--- src/rtl/iso_pkg.sv ---
package iso_pkg;
    typedef enum logic [2:0] {
        ST_IDLE,
        ST_HALF_A,
        ST_HALF_B,
        ST_OUT,
        ST_WON,
        ST_DONE
    } iso_state_e;
endpackage

--- src/rtl/iso_bit_pointer.sv ---
// Points at the identifier bit being sent; counts down from the top bit.
module iso_bit_pointer #(
    parameter int ID_W  = 72,
    localparam int IDX_W = (ID_W > 1) ? $clog2(ID_W) : 1
) (
    input  logic             clk,
    input  logic             rst_n,
    input  logic             restart,
    input  logic             step,
    output logic [IDX_W-1:0] idx,
    output logic             last
);
    localparam logic [IDX_W-1:0] TOP = IDX_W'(ID_W - 1);

    always_ff @(posedge clk) begin
        if (!rst_n) begin
            idx <= TOP;
        end else if (restart) begin
            idx <= TOP;
        end else if (step && (idx != '0)) begin
            idx <= idx - 1'b1;
        end
    end

    assign last = (idx == '0);
endmodule

--- src/rtl/iso_slot_judge.sv ---
// Decides, at the end of a slot, whether this card lost the bit.
module iso_slot_judge (
    input  logic my_bit,
    input  logic sense_a,
    input  logic sense_b,
    output logic lose
);
    logic heard_one;

    always_comb begin
        heard_one = sense_a & sense_b;
        lose      = ~my_bit & heard_one;
    end
endmodule

--- src/rtl/iso_handle_reg.sv ---
// Holds the card select number once it is granted.
module iso_handle_reg #(
    parameter int CSN_W = 8
) (
    input  logic             clk,
    input  logic             rst_n,
    input  logic             load_en,
    input  logic [CSN_W-1:0] value,
    output logic [CSN_W-1:0] csn
);
    always_ff @(posedge clk) begin
        if (!rst_n) begin
            csn <= '0;
        end else if (load_en) begin
            csn <= value;
        end
    end
endmodule

--- src/rtl/serial_isolation_engine.sv ---
module serial_isolation_engine
    import iso_pkg::*;
#(
    parameter int ID_W  = 72,
    parameter int CSN_W = 8
) (
    input  logic             clk,
    input  logic             rst_n,
    input  logic [ID_W-1:0]  serial_id,
    input  logic             round_start,
    input  logic             half_tick,
    input  logic             wire_sense,
    output logic             wire_drive,
    input  logic             csn_load,
    input  logic [CSN_W-1:0] csn_value,
    output logic             won,
    output logic             done,
    output logic [CSN_W-1:0] csn
);
    localparam int IDX_W = (ID_W > 1) ? $clog2(ID_W) : 1;

    iso_state_e       state_q, state_nx;
    logic [IDX_W-1:0] bit_idx;
    logic             bit_last;
    logic             sense_a_q;
    logic             my_bit;
    logic             lose;
    logic             load_en;
    logic             begin_round;
    logic             ptr_step;

    iso_bit_pointer #(.ID_W(ID_W)) u_ptr (
        .clk     (clk),
        .rst_n   (rst_n),
        .restart (begin_round),
        .step    (ptr_step),
        .idx     (bit_idx),
        .last    (bit_last)
    );

    iso_slot_judge u_judge (
        .my_bit  (my_bit),
        .sense_a (sense_a_q),
        .sense_b (wire_sense),
        .lose    (lose)
    );

    iso_handle_reg #(.CSN_W(CSN_W)) u_handle (
        .clk     (clk),
        .rst_n   (rst_n),
        .load_en (load_en),
        .value   (csn_value),
        .csn     (csn)
    );

    assign my_bit = serial_id[bit_idx];

    // First-half sample of the shared line
    always_ff @(posedge clk) begin
        if (!rst_n) begin
            sense_a_q <= 1'b0;
        end else if ((state_q == ST_HALF_A) && half_tick) begin
            sense_a_q <= wire_sense;
        end
    end

    // State register
    always_ff @(posedge clk) begin
        if (!rst_n) begin
            state_q <= ST_IDLE;
        end else begin
            state_q <= state_nx;
        end
    end

    // Next state and control strobes
    always_comb begin
        load_en     = (state_q == ST_WON) && csn_load && (csn_value != '0);
        begin_round = round_start && (state_q != ST_DONE) && !load_en;
        ptr_step    = (state_q == ST_HALF_B) && half_tick && !lose
                      && !bit_last && !begin_round;
        state_nx    = state_q;
        if (load_en) begin
            state_nx = ST_DONE;
        end else if (begin_round) begin
            state_nx = ST_HALF_A;
        end else begin
            unique case (state_q)
                ST_IDLE:   state_nx = ST_IDLE;
                ST_HALF_A: if (half_tick) state_nx = ST_HALF_B;
                ST_HALF_B: begin
                    if (half_tick) begin
                        if (lose)          state_nx = ST_OUT;
                        else if (bit_last) state_nx = ST_WON;
                        else               state_nx = ST_HALF_A;
                    end
                end
                ST_OUT:    state_nx = ST_OUT;
                ST_WON:    state_nx = ST_WON;
                ST_DONE:   state_nx = ST_DONE;
                default:   state_nx = ST_IDLE;
            endcase
        end
    end

    // Outputs
    always_comb begin
        wire_drive = ((state_q == ST_HALF_A) || (state_q == ST_HALF_B)) && my_bit;
        won        = (state_q == ST_WON);
        done       = (state_q == ST_DONE);
    end
endmodule

--- config.mk ---
export PLATFORM = sky130hd
export DESIGN_NAME = serial_isolation_engine
export DESIGN_NICKNAME = d
export VERILOG_FILES = /design/src/rtl/iso_pkg.sv /design/src/rtl/iso_bit_pointer.sv /design/src/rtl/iso_slot_judge.sv /design/src/rtl/iso_handle_reg.sv /design/src/rtl/serial_isolation_engine.sv
export SDC_FILE = /design/constraint.sdc
export NUM_CORES = 1
export LEC_CHECK = 0
export ABC_AREA = 1
export BUFFER_PORTS_ARGS = -buffer_cell sky130_fd_sc_hd__buf_2
export CAP_MARGIN = 0
export CELL_PAD_IN_SITES_DETAIL_PLACEMENT = 1
export CELL_PAD_IN_SITES_GLOBAL_PLACEMENT = 2
export CORE_MARGIN = 3
export CORE_UTILIZATION = 18
export DETAILED_ROUTE_END_ITERATION = 8
export GPL_TIMING_DRIVEN = 0
export PLACE_DENSITY_LB_ADDON = 0.1
export SYNTH_ARGS = -nofsm -noshare
export SYNTH_HDL_FRONTEND = slang
export SYNTH_SLANG_ARGS = --single-unit
--- constraint.sdc ---
create_clock -name clk -period 1.9 [get_ports clk]
set_input_delay 0.285 -clock clk [delete_from_list [all_inputs] [get_ports clk]]
set_output_delay 0.285 -clock clk [all_outputs]
set_load 0.03 [all_outputs]
# Word-level counts from Yosys, hierarchy flattened
# Cells that the tools add are included.
# totals
regBits	19
output_inout_bits	11
# op_classes
n_addsub	1
n_lt_le_gt_ge	1
reduce_logical	23
mux	9
n_bitwise	4
n_eq_ne	10
# ops
operator	count
$mux 3	6
$pmux 3 s5	1
$logic_and 1x1->1	11
$lt 7x8->1 const B	1
$ne 4x4->1 const B	2
$reduce_bool 8->1	1
$bmux 1 s7	1
$logic_not 7->1	1
$reduce_bool 7->1	1
$sub 7x1->7 const B	1
$eq 3x2->1 const B	2
$eq 3x3->1 const B	2
$logic_not 1->1	4
$ne 2x2->1 const B	2
$reduce_and 2->1	2
$eq 3x1->1 const B	1
$ne 3x3->1 const B	1
$reduce_or 3->1	1
$and 1x1->1	2
$not 1->1	2
$reduce_or 2->1	1
$logic_or 1x1->1	1
$mux 1	1

# Logic depth before layout (Yosys ltp)
# Gate-level depths: netlist of run 1.
# depth
depth_word	9
ltp_mapped	18
ltp_nobuf	17

# Cells and area by module
# Synthesis of run 1 repeated with hierarchy kept, for this count alone.
# hier_totals
cells_unflattened	332
area_unflattened_um2	1880.6
# by_module_without_submodules
mod	cells_per_inst	area_each_um2	n_inst
serial_isolation_engine	217	1098.6	1
iso_bit_pointer	62	415.4	1
iso_handle_reg	51	356.6	1
iso_slot_judge	2	10.0	1

# Worst setup path after synthesis of run 1
# OpenSTA, ideal clock, no wires.
# synth_path
path_type	register -> output
from	register u_ptr.idx[0]
to	output port wire_drive
stages_incl_launch_ff	13
n_path_buf	2
required_time_ns	1.615
t_arrival_ns	1.854
slack_ns	-0.239
cell_sequence	dfxtp_1 > buf_6 > buf_6 > nand2_1 > nand2_1 > nand2_1 > nand3_1 > nand3_1 > nand2_1 > nand2_1 > nor2_2 > nand2_2 > a21boi_0
# synth_between
elab_chain_cells	3
# synth_lines
item	line_no	text
start, declared	iso_bit_pointer.sv:10	output logic [IDX_W-1:0] idx,
start signal, assigned	iso_bit_pointer.sv:21	idx <= idx - 1'b1;
$bmux 1 s7	serial_isolation_engine.sv:56	assign my_bit = serial_id[bit_idx];
$mux 1 (implied by the code)	serial_isolation_engine.sv:56	
$logic_and 1x1->1	serial_isolation_engine.sv:108	wire_drive = ((state_q == ST_HALF_A) || (state_q == ST_HALF_B)) && my_bit;
end, declared	serial_isolation_engine.sv:13	output logic wire_drive,
# No other way between the ends. The select of a mux whose other input is x is not followed.

# Worst setup path in the final report of run 1
# Ends and elaborated chain as after synthesis.

==> results of run 1 <==
[routing by layer]
metal	vias up	track usage
met4	0	0.0112
met1	1063	0.197
met2	66	0.208
li1	1255	-
met3	2	0.0227
met5	-	0
[flip-flops by register name, indices dropped and copies added, names as in the netlist]
register and flops:
sense_a_q 1, state_q 3, u_handle.csn 8, u_ptr.idx 7
[timing repair]
action,CTS,global route
setup endpoints to repair,11,11
pin swaps,20,11
cloned,3,0
resized for setup,39,20
buffers inserted,4,3
[layout make-up]
type | instances | area, sq um | share of cell area
plain buffers | 14 | 148 | 0.0534
well taps | 129 | 161 | 0.0584
multi-input cells | 259 | 1290 | 0.467
flip-flops and latches | 19 | 388 | 0.140
repair buffers | 106 | 597 | 0.216
clock buffers | 4 | 45.0 | 0.0163
inverters | 33 | 134 | 0.0485
[cells by family (layout without fill, tap and decap cells)]
family | count (synthesis) | after routing
adder cells (fa/ha/maj) | 1 | 1
AO/OA/AOI/OAI | 44 | 44
buffers and inverters | 47 | 157
AND/OR/NAND/NOR | 211 | 211
flip-flops | 19 | 19
XOR/XNOR | 3 | 3
[power by group]
part           switching, mW  internal, mW  leakage, nW
Combinational          0.136         0.124         1.21
Clock                  0.142         0.149       0.0228
Sequential           0.00635         0.405        0.154
[path summary, 6_finish.rpt]
kind / from / end / slack (ns) / cells after the start
max reg2reg: u_ptr.idx[0] / u_ptr.idx[2] / -0.20 / 17
min reg2reg: u_handle.csn[0] / u_handle.csn[0] / 0.47 / 2
max: u_ptr.idx[0] / wire_drive / -0.29 / 12
min: csn_value[0] / u_handle.csn[0] / 0.28 / 3
[through the flow]
| stage | setup WS, ns | area (sq um) | setup TNS (ns) | total power [mW] |
|---|---|---|---|---|
| after floorplan | 0.0819 | 1780 | 0 | 0.535 |
| after global placement | -0.236 | 2420 | -1.59 | 0.664 |
| after detailed placement | -0.236 | 2420 | -1.63 | 0.662 |
| after CTS | -0.317 | 2670 | -0.396 | 0.976 |
| after global routing | -0.408 | 2760 | -3.08 | 1.03 |
| final | -0.290 | 2760 | -1.46 | 0.962 |
[cells in the mapped netlist, drive strengths merged, types with 2 or more instances]
cell type	instances	share of area
a21boi	2	0.0084
o211ai	2	0.0084
nor4	3	0.014
nand2	103	0.22
nand3	33	0.10
o21ai	28	0.079
dfxtp	19	0.21
nand4	2	0.0070
a21oi	10	0.028
xor2	2	0.0098
nor2	68	0.15
buf	13	0.060
inv	33	0.071
[critical path: stages, from the launching register on]
cell	delay [ns]
dfxtp_4	0.37
buf_8	0.15
buf_8	0.13
nand2_1	0.07
nand3_2	0.10
nand3_1	0.10
nand2_1	0.05
nor2_1	0.12
nor2_1	0.06
nor2_2	0.14
nand2_4	0.08
a21boi_4	0.14
buf_6	0.15
[placed cells by master, fill, tap and decap left out, types with 2 or more instances in the layout]
cell type  count
buf_6          8
buf_4          9
buf_2         96
nor2_1        61
clkbuf_1       2
nand2_4        2
o21ai_2        3
nor2_2         5
nor4_1         2
a21oi_1        6
xor2_1         2
dfxtp_1       17
inv_2          5
inv_1         26
o211ai_1       2
nand2_2        6
nand3_1       28
o21ai_1       13
a21oi_2        4
dfxtp_4        2
nand2_1       94
nor2_4         2
nand4_1        2
clkbuf_8       3
nand3_2        4
buf_8          5
o21ai_0       12
==> summary.md, run 1 <==
| Metric | Value |
|---|---|
| CTS root buffer | clkbuf_8 |
| Max-Cap Viols | 0 |
| Failing checks | negative setup slack |
| Total GRT Usage | 0.133 |
| Synthesized net count | 412 |
| CTS tree | built |
| Core ar. | 9420 sq um |
| Max Root-Sink Buffers | 2 |
| Total congestion overflow | 0 |
| Synth Area in Adders | 0.00703 |
| Via Count | 2386 |
| Worst Hold Class | input port to flip-flop |
| Min cycle time layout | 2.19 ns |
| Mapped Cells | 325 |
| Clock-pin slew on the worst setup and hold paths | 0.08 ns |
| Chip height | 105 um |
| Clock Skew | 0.0142 ns |
| Vias per cell | 4.23 |
| DP HPWL | 5970 um |
| Full die area | 11100 sq um |
| Pwr Density | 348 nW/um^2 |
| Fillers | 1231 |
| Worst-Margin Slew | 0.431 ns |
| Antenna cells | 0 |
| Synth Area in Simple Gates | 0.498 |
| Metal-1 WL | 3800 um |
| Top sig layer | met4 |
| Post-layout util | 0.293 |
| Endpoints failing setup | 11 |
| Max Freq | 457 MHz |
| Initial antenna violation count | 0 |
| Worst setup EP type | output port |
| Cts bufs inserted | 3 |
| Synthesized area per cell | 5.47 sq um |
| Compound-Gate Fraction of Synth Area | 0.133 |
| Post-synthesis mux area share | 0 |
| Nets | 523 |
| Share of cells above drive strength 1 | 0.375 |
| Post-CTS Hold Buffers | 0 |
| Cell Rows | 35 |
| Final Hold Fails | 0 |
| Tcrit/Tclk final | 1.15 |
| Clk_lat worst skew | 0.26 ns |
| Critical path launch point type | flip-flop |
| H-Tree Depth | 1 |
| Status | complete, but fails checks |
| Yosys warnings | 0 |
| Met3 routed wirelength | 414 um |
| XOR/XNOR share of the synthesized area | 0.0148 |
| Metal2 WL | 3300 um |
| Static leakage | 1.38 nW |
| Initial Util | 0.189 |
| Async SR Flop Fraction | 0 |
| PnR worst setup slack | -0.290 ns |
| RSZ-0062 raised after global routing | true |
| Pre-antenna DRT Iters | 4 |
| Register area share after synthesis | 0.214 |
| Die width | 105 um |
| Largest net degree at the start of global routing | 11 |
| Synth-to-layout area growth | 55.3% |
| Count of state elements after synthesis | 19 |
| Placed cell count | 550 |
| Worst VDD drop | 0.265 mV |
| Critical Path RT | 1.62 ns |
| Number of global-route vias before repair | 2448 |
| Crit path DAT | 1.91 ns |
| Main combinational cell family by area after synthesis | simple AND/OR/NAND/NOR gates |
| Syn Std Cell Area | 1780 sq um |
| Clk sinks | 19 |
| Post-synth EDFFs | 0 |
| Final count of pins violating max slew | 0 |
| Ys flop type | dfxtp_1 |
| Port Buffer Count | 96 |
| Slew HR | 0.712 |
| Global-route wire length before repair | 12100 um |
| Wirelength per Cell | 13.4 um |
| Count of cell types in the netlist | 31 |
| Worst Path Class, Setup | flip-flop to output port |
| Detailed Route Iter0 Violations | 70 |
| Drt drc | 0 |
| Post-route ant nets | 0 |
| Min Hold Slack | 0.283 ns |
| Gp weighted congestion | 0.763 |
| DRT Wirelength | 7540 um |
| Crit path max fanout | 5 |
| Final std cells w/o fill | 564 |
| IO Count | 97 |
(Power assumes the default switching activity.)
==> run 2, diff against run 1 <==
--- a/config.mk
+++ b/config.mk
@@ -15,6 +15,7 @@
 export DETAILED_ROUTE_END_ITERATION = 8
 export GPL_TIMING_DRIVEN = 0
 export PLACE_DENSITY_LB_ADDON = 0.1
+export SETUP_SLACK_MARGIN = 0.1
 export SYNTH_ARGS = -nofsm -noshare
 export SYNTH_HDL_FRONTEND = slang
 export SYNTH_SLANG_ARGS = --single-unit
==> run 2 against run 1 <==
Compared with the run above: the flow still finishes with violations (negative setup slack); global-route usage shrank 0.081 points; register-to-register slack improved by 0.08 ns; sequential share of layout area up 0.49 points; non-clock buffer count down 5; critical endpoint unchanged; largest power group unchanged.
==> summary.md, run 2 (synthesis results as in run 1) <==
| Metric | Value |
|---|---|
| Status | complete, but fails checks |
| Failing checks | negative setup slack |
| Placed cell count | 550 |
| Static leakage | 1.36 nW |
| Die width | 105 um |
| DRT Wirelength | 7450 um |
| Final Hold Fails | 0 |
| Tcrit/Tclk final | 1.12 |
| Endpoints failing setup | 11 |
| CTS root buffer | clkbuf_8 |
| Max Root-Sink Buffers | 2 |
| Multi-input logic area | 1250 sq um |
| Largest net degree at the start of global routing | 12 |
| Max-Cap Viols | 0 |
| DP HPWL | 6040 um |
| Total congestion overflow | 0 |
| R2R depth | 17 |
| Cell Rows | 35 |
| Post-route ant nets | 0 |
| Post-layout util | 0.285 |
| Global-route wire length before repair | 12000 um |
| Post-CTS Hold Buffers | 0 |
| Cts bufs inserted | 3 |
| PnR worst setup slack | -0.236 ns |
| Top Registers | u_handle.csn (8), u_ptr.idx (7), state_q (3) |
| Most common cell after layout, fill and taps aside | nand2_1 |
| Met3 routed wirelength | 363 um |
| Max Freq | 468 MHz |
| Initial antenna violation count | 0 |
| Detailed Route Iter0 Violations | 69 |
| Pre-antenna DRT Iters | 4 |
| Final std cells w/o fill | 559 |
| Initial Util | 0.189 |
| Fillers | 1266 |
| Critical path buffers and inverters | 3 |
| CP startpoint | u_ptr.idx[0] |
| Worst-Margin Slew | 0.394 ns |
| Metal-1 WL | 3750 um |
| Nets | 518 |
| Synth-to-layout area growth | 50.6% |
| Wirelength per Cell | 13.3 um |
| Worst setup EP type | output port |
| Clk_lat worst skew | 0.25 ns |
| Critical path launch point type | flip-flop |
| Reg2reg end | u_ptr.idx[2] |
| Fin Setup TNS | -0.794 ns |
| Metal2 WL | 3320 um |
| Port Buffer Count | 96 |
| Worst Hold Class | input port to flip-flop |
| Sw Share | 0.297 |
| Chip height | 105 um |
| Drt drc | 0 |
| Crit path max fanout | 5 |
| Top sig layer | met4 |
| CTS tree | built |
| Clock Skew | 0.000639 ns |
| Full die area | 11100 sq um |
| Worst Path Class, Setup | flip-flop to output port |
| Core ar. | 9420 sq um |
| Leading cell types in the layout, fill and taps excluded | 99 x nand2_1, 96 x buf_2, 59 x nor2_1 |
| RSZ-0062 raised after global routing | true |
| Worst VDD drop | 0.208 mV |
| Pwr Density | 355 nW/um^2 |
| Register area | 389 sq um |
| Via Count | 2332 |
| Int Power | 0.669 mW |
| Reg with most FFs | u_handle.csn |
| Gp weighted congestion | 0.786 |
| Top Family by Delay on Critical Path | simple AND/OR/NAND/NOR gates |
| Clk sinks | 19 |
| R2R setup slack | -0.12 ns |
| Vias per cell | 4.17 |
| Final count of pins violating max slew | 0 |
| Slew HR | 0.737 |
| Clock-pin slew on the worst setup and hold paths | 0.08 ns |
| Critical-path cell list | buf_8, clkbuf_16, nand2_1, nand3_2, nand3_1, nand2_1, nor2_2, nor2_1, nor2_2, nand2_2, a21boi_2, buf_6 |
| Combinational power share | 0.263 |
| Share of cells above drive strength 1 | 0.351 |
| Switching power | 0.283 mW |
| Clk pwr share | 0.305 |
| Critical Path RT | 1.62 ns |
| Min cycle time layout | 2.14 ns |
| Max FFs per register | 8 |
| IO Count | 97 |
| Crit path DAT | 1.85 ns |
| Slowest cell delay on critical path | 0.36 ns |
| Total GRT Usage | 0.132 |
| Antenna cells | 0 |
| H-Tree Depth | 1 |
| End point of the critical path | wire_drive |
| Slowest CP cell | dfxtp_4 |
| Seq pwr share | 0.432 |
| Critical path depth | 12 |
| FF-to-FF Start | u_ptr.idx[0] |
| Number of global-route vias before repair | 2390 |
run 2: routing by layer:
| metal | vias to the layer above | track usage |
|---|---|---|
| li1 | 1235 | - |
| met1 | 1040 | 0.189 |
| met2 | 55 | 0.213 |
| met3 | 2 | 0.0251 |
| met4 | 0 | 0.0112 |
| met5 | - | 0 |
run 2: worst min path at each step:
stage                    startpoint              end  slack (ns)  cells after the start
finish                 csn_value[0]  u_handle.csn[0]        0.29                      3
global route           csn_value[0]  u_handle.csn[0]        0.30                      3
CTS                    csn_value[0]  u_handle.csn[0]        0.28                      3
detailed placement  u_handle.csn[0]  u_handle.csn[0]        0.46                      2
global placement    u_handle.csn[0]  u_handle.csn[0]        0.45                      2
floorplan                     rst_n  u_handle.csn[1]        0.42                      2
run 2: per-stage QoR:
step           power, mW  hold slack [ns]  setup slack, ns  area [sq um]
2_1_floorplan      0.535            0.421            0.135          1780
3_3_place_gp       0.663            0.452           -0.224          2420
3_5_place_dp       0.663            0.461           -0.199          2420
4_1_cts            0.969            0.281           -0.272          2590
5_1_grt             1.03            0.298           -0.399          2680
6_report           0.951            0.288           -0.236          2680
run 2: worst register-to-register path: cells and delay by family, from the launching register on:
family	cells	cell delay [ns]
buf+inv	4	0.52
flops	1	0.36
simple gates	13	1.00
run 2: area by class of cell:
type,instances,share of cell area
sequential,19,0.145
inverter,33,0.0490
tap,129,0.0603
clock buffer,3,0.0154
buffer,14,0.0551
timing repair buffer,101,0.207
clock inverter,1,0.00187
multi-input combinational,259,0.466
run 2: repair_timing:
item,CTS,global route
setup buffers,2,2
gates resized for setup,27,13
cloned,0,1
pin swaps,9,8
endpoints found under the setup margin,11,11
hold endpoints to repair,0,0
run 2: power by group through the flow:
stage / Sequential [mW] / Combinational, mW / Clock (mW)
after floorplan: 0.429 / 0.106 / 0
after CTS: 0.412 / 0.250 / 0.306
after global routing: 0.413 / 0.285 / 0.335
after global placement: 0.423 / 0.240 / 0
after detailed placement: 0.423 / 0.240 / 0
final: 0.411 / 0.250 / 0.290
==> run 3, diff against run 2 <==
--- a/config.mk
+++ b/config.mk
@@ -14,7 +14,7 @@
 export CORE_UTILIZATION = 18
 export DETAILED_ROUTE_END_ITERATION = 8
 export GPL_TIMING_DRIVEN = 0
-export PLACE_DENSITY_LB_ADDON = 0.1
+export PLACE_DENSITY_LB_ADDON = 0.12
 export SETUP_SLACK_MARGIN = 0.1
 export SYNTH_ARGS = -nofsm -noshare
 export SYNTH_HDL_FRONTEND = slang
==> run 3 against run 2 <==
Compared with the run above: the flow still finishes with violations (negative setup slack); clock power rose by 1%; register-to-register slack lost 0.15 ns; cell count increased by 0.89%; largest power group unchanged; largest cell class unchanged; cell area up 5.6%; utilization is 1.6 points higher; non-clock buffer count grew 5; first-iteration DRC count fell by 17%; worst setup slack got worse by 0.041 ns; sequential cell count stayed put; sequential share of layout area shrank 0.77 points; critical path depth is the same; critical path type unchanged.
==> summary.md, run 3 (synthesis results as in run 1) <==
| Metric | Value |
|---|---|
| Status | complete, but fails checks |
| Failing checks | negative setup slack |
| Tcrit/Tclk final | 1.15 |
| Int Power | 0.673 mW |
| Static leakage | 1.43 nW |
| Share of cells above drive strength 1 | 0.395 |
| Met3 routed wirelength | 302 um |
| Clk sinks | 19 |
| Full die area | 11100 sq um |
| Min Hold Slack | 0.279 ns |
| Max Root-Sink Buffers | 2 |
| Number of global-route vias before repair | 2460 |
| DRT Wirelength | 7550 um |
| Cts bufs inserted | 3 |
| Critical path launch point type | flip-flop |
| Antenna cells | 0 |
| Nets | 523 |
| Worst Path Class, Setup | flip-flop to output port |
| Clock-pin slew on the worst setup and hold paths | 0.08 ns |
| Placed cell count | 550 |
| CTS tree | built |
| Max Freq | 459 MHz |
| Critical Path RT | 1.62 ns |
| Post-route ant nets | 0 |
| IO Count | 97 |
| Global-route wire length before repair | 12100 um |
| Core ar. | 9420 sq um |
| PnR worst setup slack | -0.277 ns |
| Wirelength per Cell | 13.4 um |
| Detailed Route Iter0 Violations | 57 |
| Via Count | 2381 |
| Worst VDD drop | 0.224 mV |
| Endpoints failing setup | 11 |
| Metal2 WL | 3490 um |
| Initial antenna violation count | 0 |
| Top Registers | u_handle.csn (8), u_ptr.idx (7), state_q (3) |
| Post-place instance area | 2420 sq um |
| Pre-antenna DRT Iters | 4 |
| Synth-to-layout area growth | 59.0% |
| Clk pwr share | 0.306 |
| Post-layout util | 0.300 |
| Pwr Density | 340 nW/um^2 |
| Pre-CTS setup slack | -0.185 ns |
| Final Hold Fails | 0 |
| Clk_lat worst skew | 0.26 ns |
| Worst Hold Class | input port to flip-flop |
| Top sig layer | met4 |
| Fillers | 1235 |
| Seq pwr share | 0.427 |
| Chip height | 105 um |
| Gp weighted congestion | 0.767 |
| Final std cells w/o fill | 564 |
| Reg with most FFs | u_handle.csn |
| Clock Skew | 0.00955 ns |
| Final count of pins violating max slew | 0 |
| Max FFs per register | 8 |
| Crit path DAT | 1.89 ns |
| Max-Cap Viols | 0 |
| Total GRT Usage | 0.134 |
| Vias per cell | 4.22 |
| Min cycle time layout | 2.18 ns |
| Slew HR | 0.765 |
| Post-CTS Hold Buffers | 0 |
| Leading cell types in the layout, fill and taps excluded | 96 x buf_2, 90 x nand2_1, 61 x nor2_1 |
| Largest net degree at the start of global routing | 12 |
| H-Tree Depth | 1 |
| Cell Rows | 35 |
| CTS root buffer | clkbuf_8 |
| Final Cell Area | 2830 sq um |
| Die width | 105 um |
| Combinational power share | 0.268 |
| Port Buffer Count | 96 |
| Crit path max fanout | 8 |
| DP HPWL | 6020 um |
| Initial Util | 0.189 |
| Drt drc | 0 |
| Metal-1 WL | 3730 um |
| RSZ-0062 raised after global routing | true |
| Worst-Margin Slew | 0.350 ns |
| Worst setup EP type | output port |
| Total congestion overflow | 0 |
| Sw Share | 0.301 |
| Most common cell after layout, fill and taps aside | buf_2 |
| Switching power | 0.290 mW |
run 3: cell count changes in the layout (fill, tap and decap cells not counted), moves of 4 or more:
cell	delta
buf_6	+4
nand3_2	+5
nand2_1	-9
nand2_2	+7
nand3_1	-5
run 3: repair_timing:
| item | in CTS | in global routing |
|---|---|---|
| gates cloned | 1 | 1 |
| pin swaps | 9 | 19 |
| gates resized for setup | 57 | 15 |
| endpoints found under the setup margin | 11 | 11 |
| setup buffers | 7 | 1 |
run 3: power groups by stage:
stage	logic [mW]	clock network [mW]	registers, mW
6_report	0.258	0.294	0.411
2_1_floorplan	0.106	0	0.429
3_5_place_dp	0.240	0	0.423
3_3_place_gp	0.240	0	0.422
5_1_grt	0.294	0.327	0.413
4_1_cts	0.260	0.315	0.411
run 3: worst paths after layout:
path                   start              end  slack (ns)  cells past startpoint
max             u_ptr.idx[0]       wire_drive       -0.28                     12
min             csn_value[0]  u_handle.csn[0]        0.28                      3
min reg2reg  u_handle.csn[0]  u_handle.csn[0]        0.47                      2
max reg2reg     u_ptr.idx[0]     u_ptr.idx[2]       -0.27                     18
run 3: per-stage QoR:
| step | TNS (ns) | power (mW) |
|---|---|---|
| global placement | -1.23 | 0.663 |
| floorplan | 0 | 0.535 |
| finish | -2.13 | 0.963 |
| global route | -3.85 | 1.03 |
| detailed placement | -1.11 | 0.663 |
| CTS | -1.07 | 0.986 |
run 3: critical path: stages (launching register included):
cell and delay (ns):
dfxtp_4 0.37, buf_12 0.15, clkbuf_16 0.15, nand2_4 0.05
nand3_2 0.06, a21boi_2 0.18, nor2_1 0.06, nand2_1 0.06
nand2_1 0.06, nor2_2 0.11, nand2_2 0.08, a21boi_2 0.15
buf_6 0.15
run 3: final cells by class:
cell class | count | area, sq um | area share
multi-input cells | 259 | 1320 | 0.465
repair buffers | 106 | 614 | 0.217
flip-flops and latches | 19 | 389 | 0.138
well taps | 129 | 161 | 0.0571
plain buffers | 14 | 160 | 0.0566
inverters | 33 | 141 | 0.0500
clock buffers | 3 | 41.3 | 0.0146
clock inverters | 1 | 5.00 | 0.00177
run 3: routing by layer:
layer,up-vias,GRT usage
li1,1249,-
met1,1078,0.189
met2,52,0.220
met3,2,0.0208
met4,0,0.0141
met5,-,0
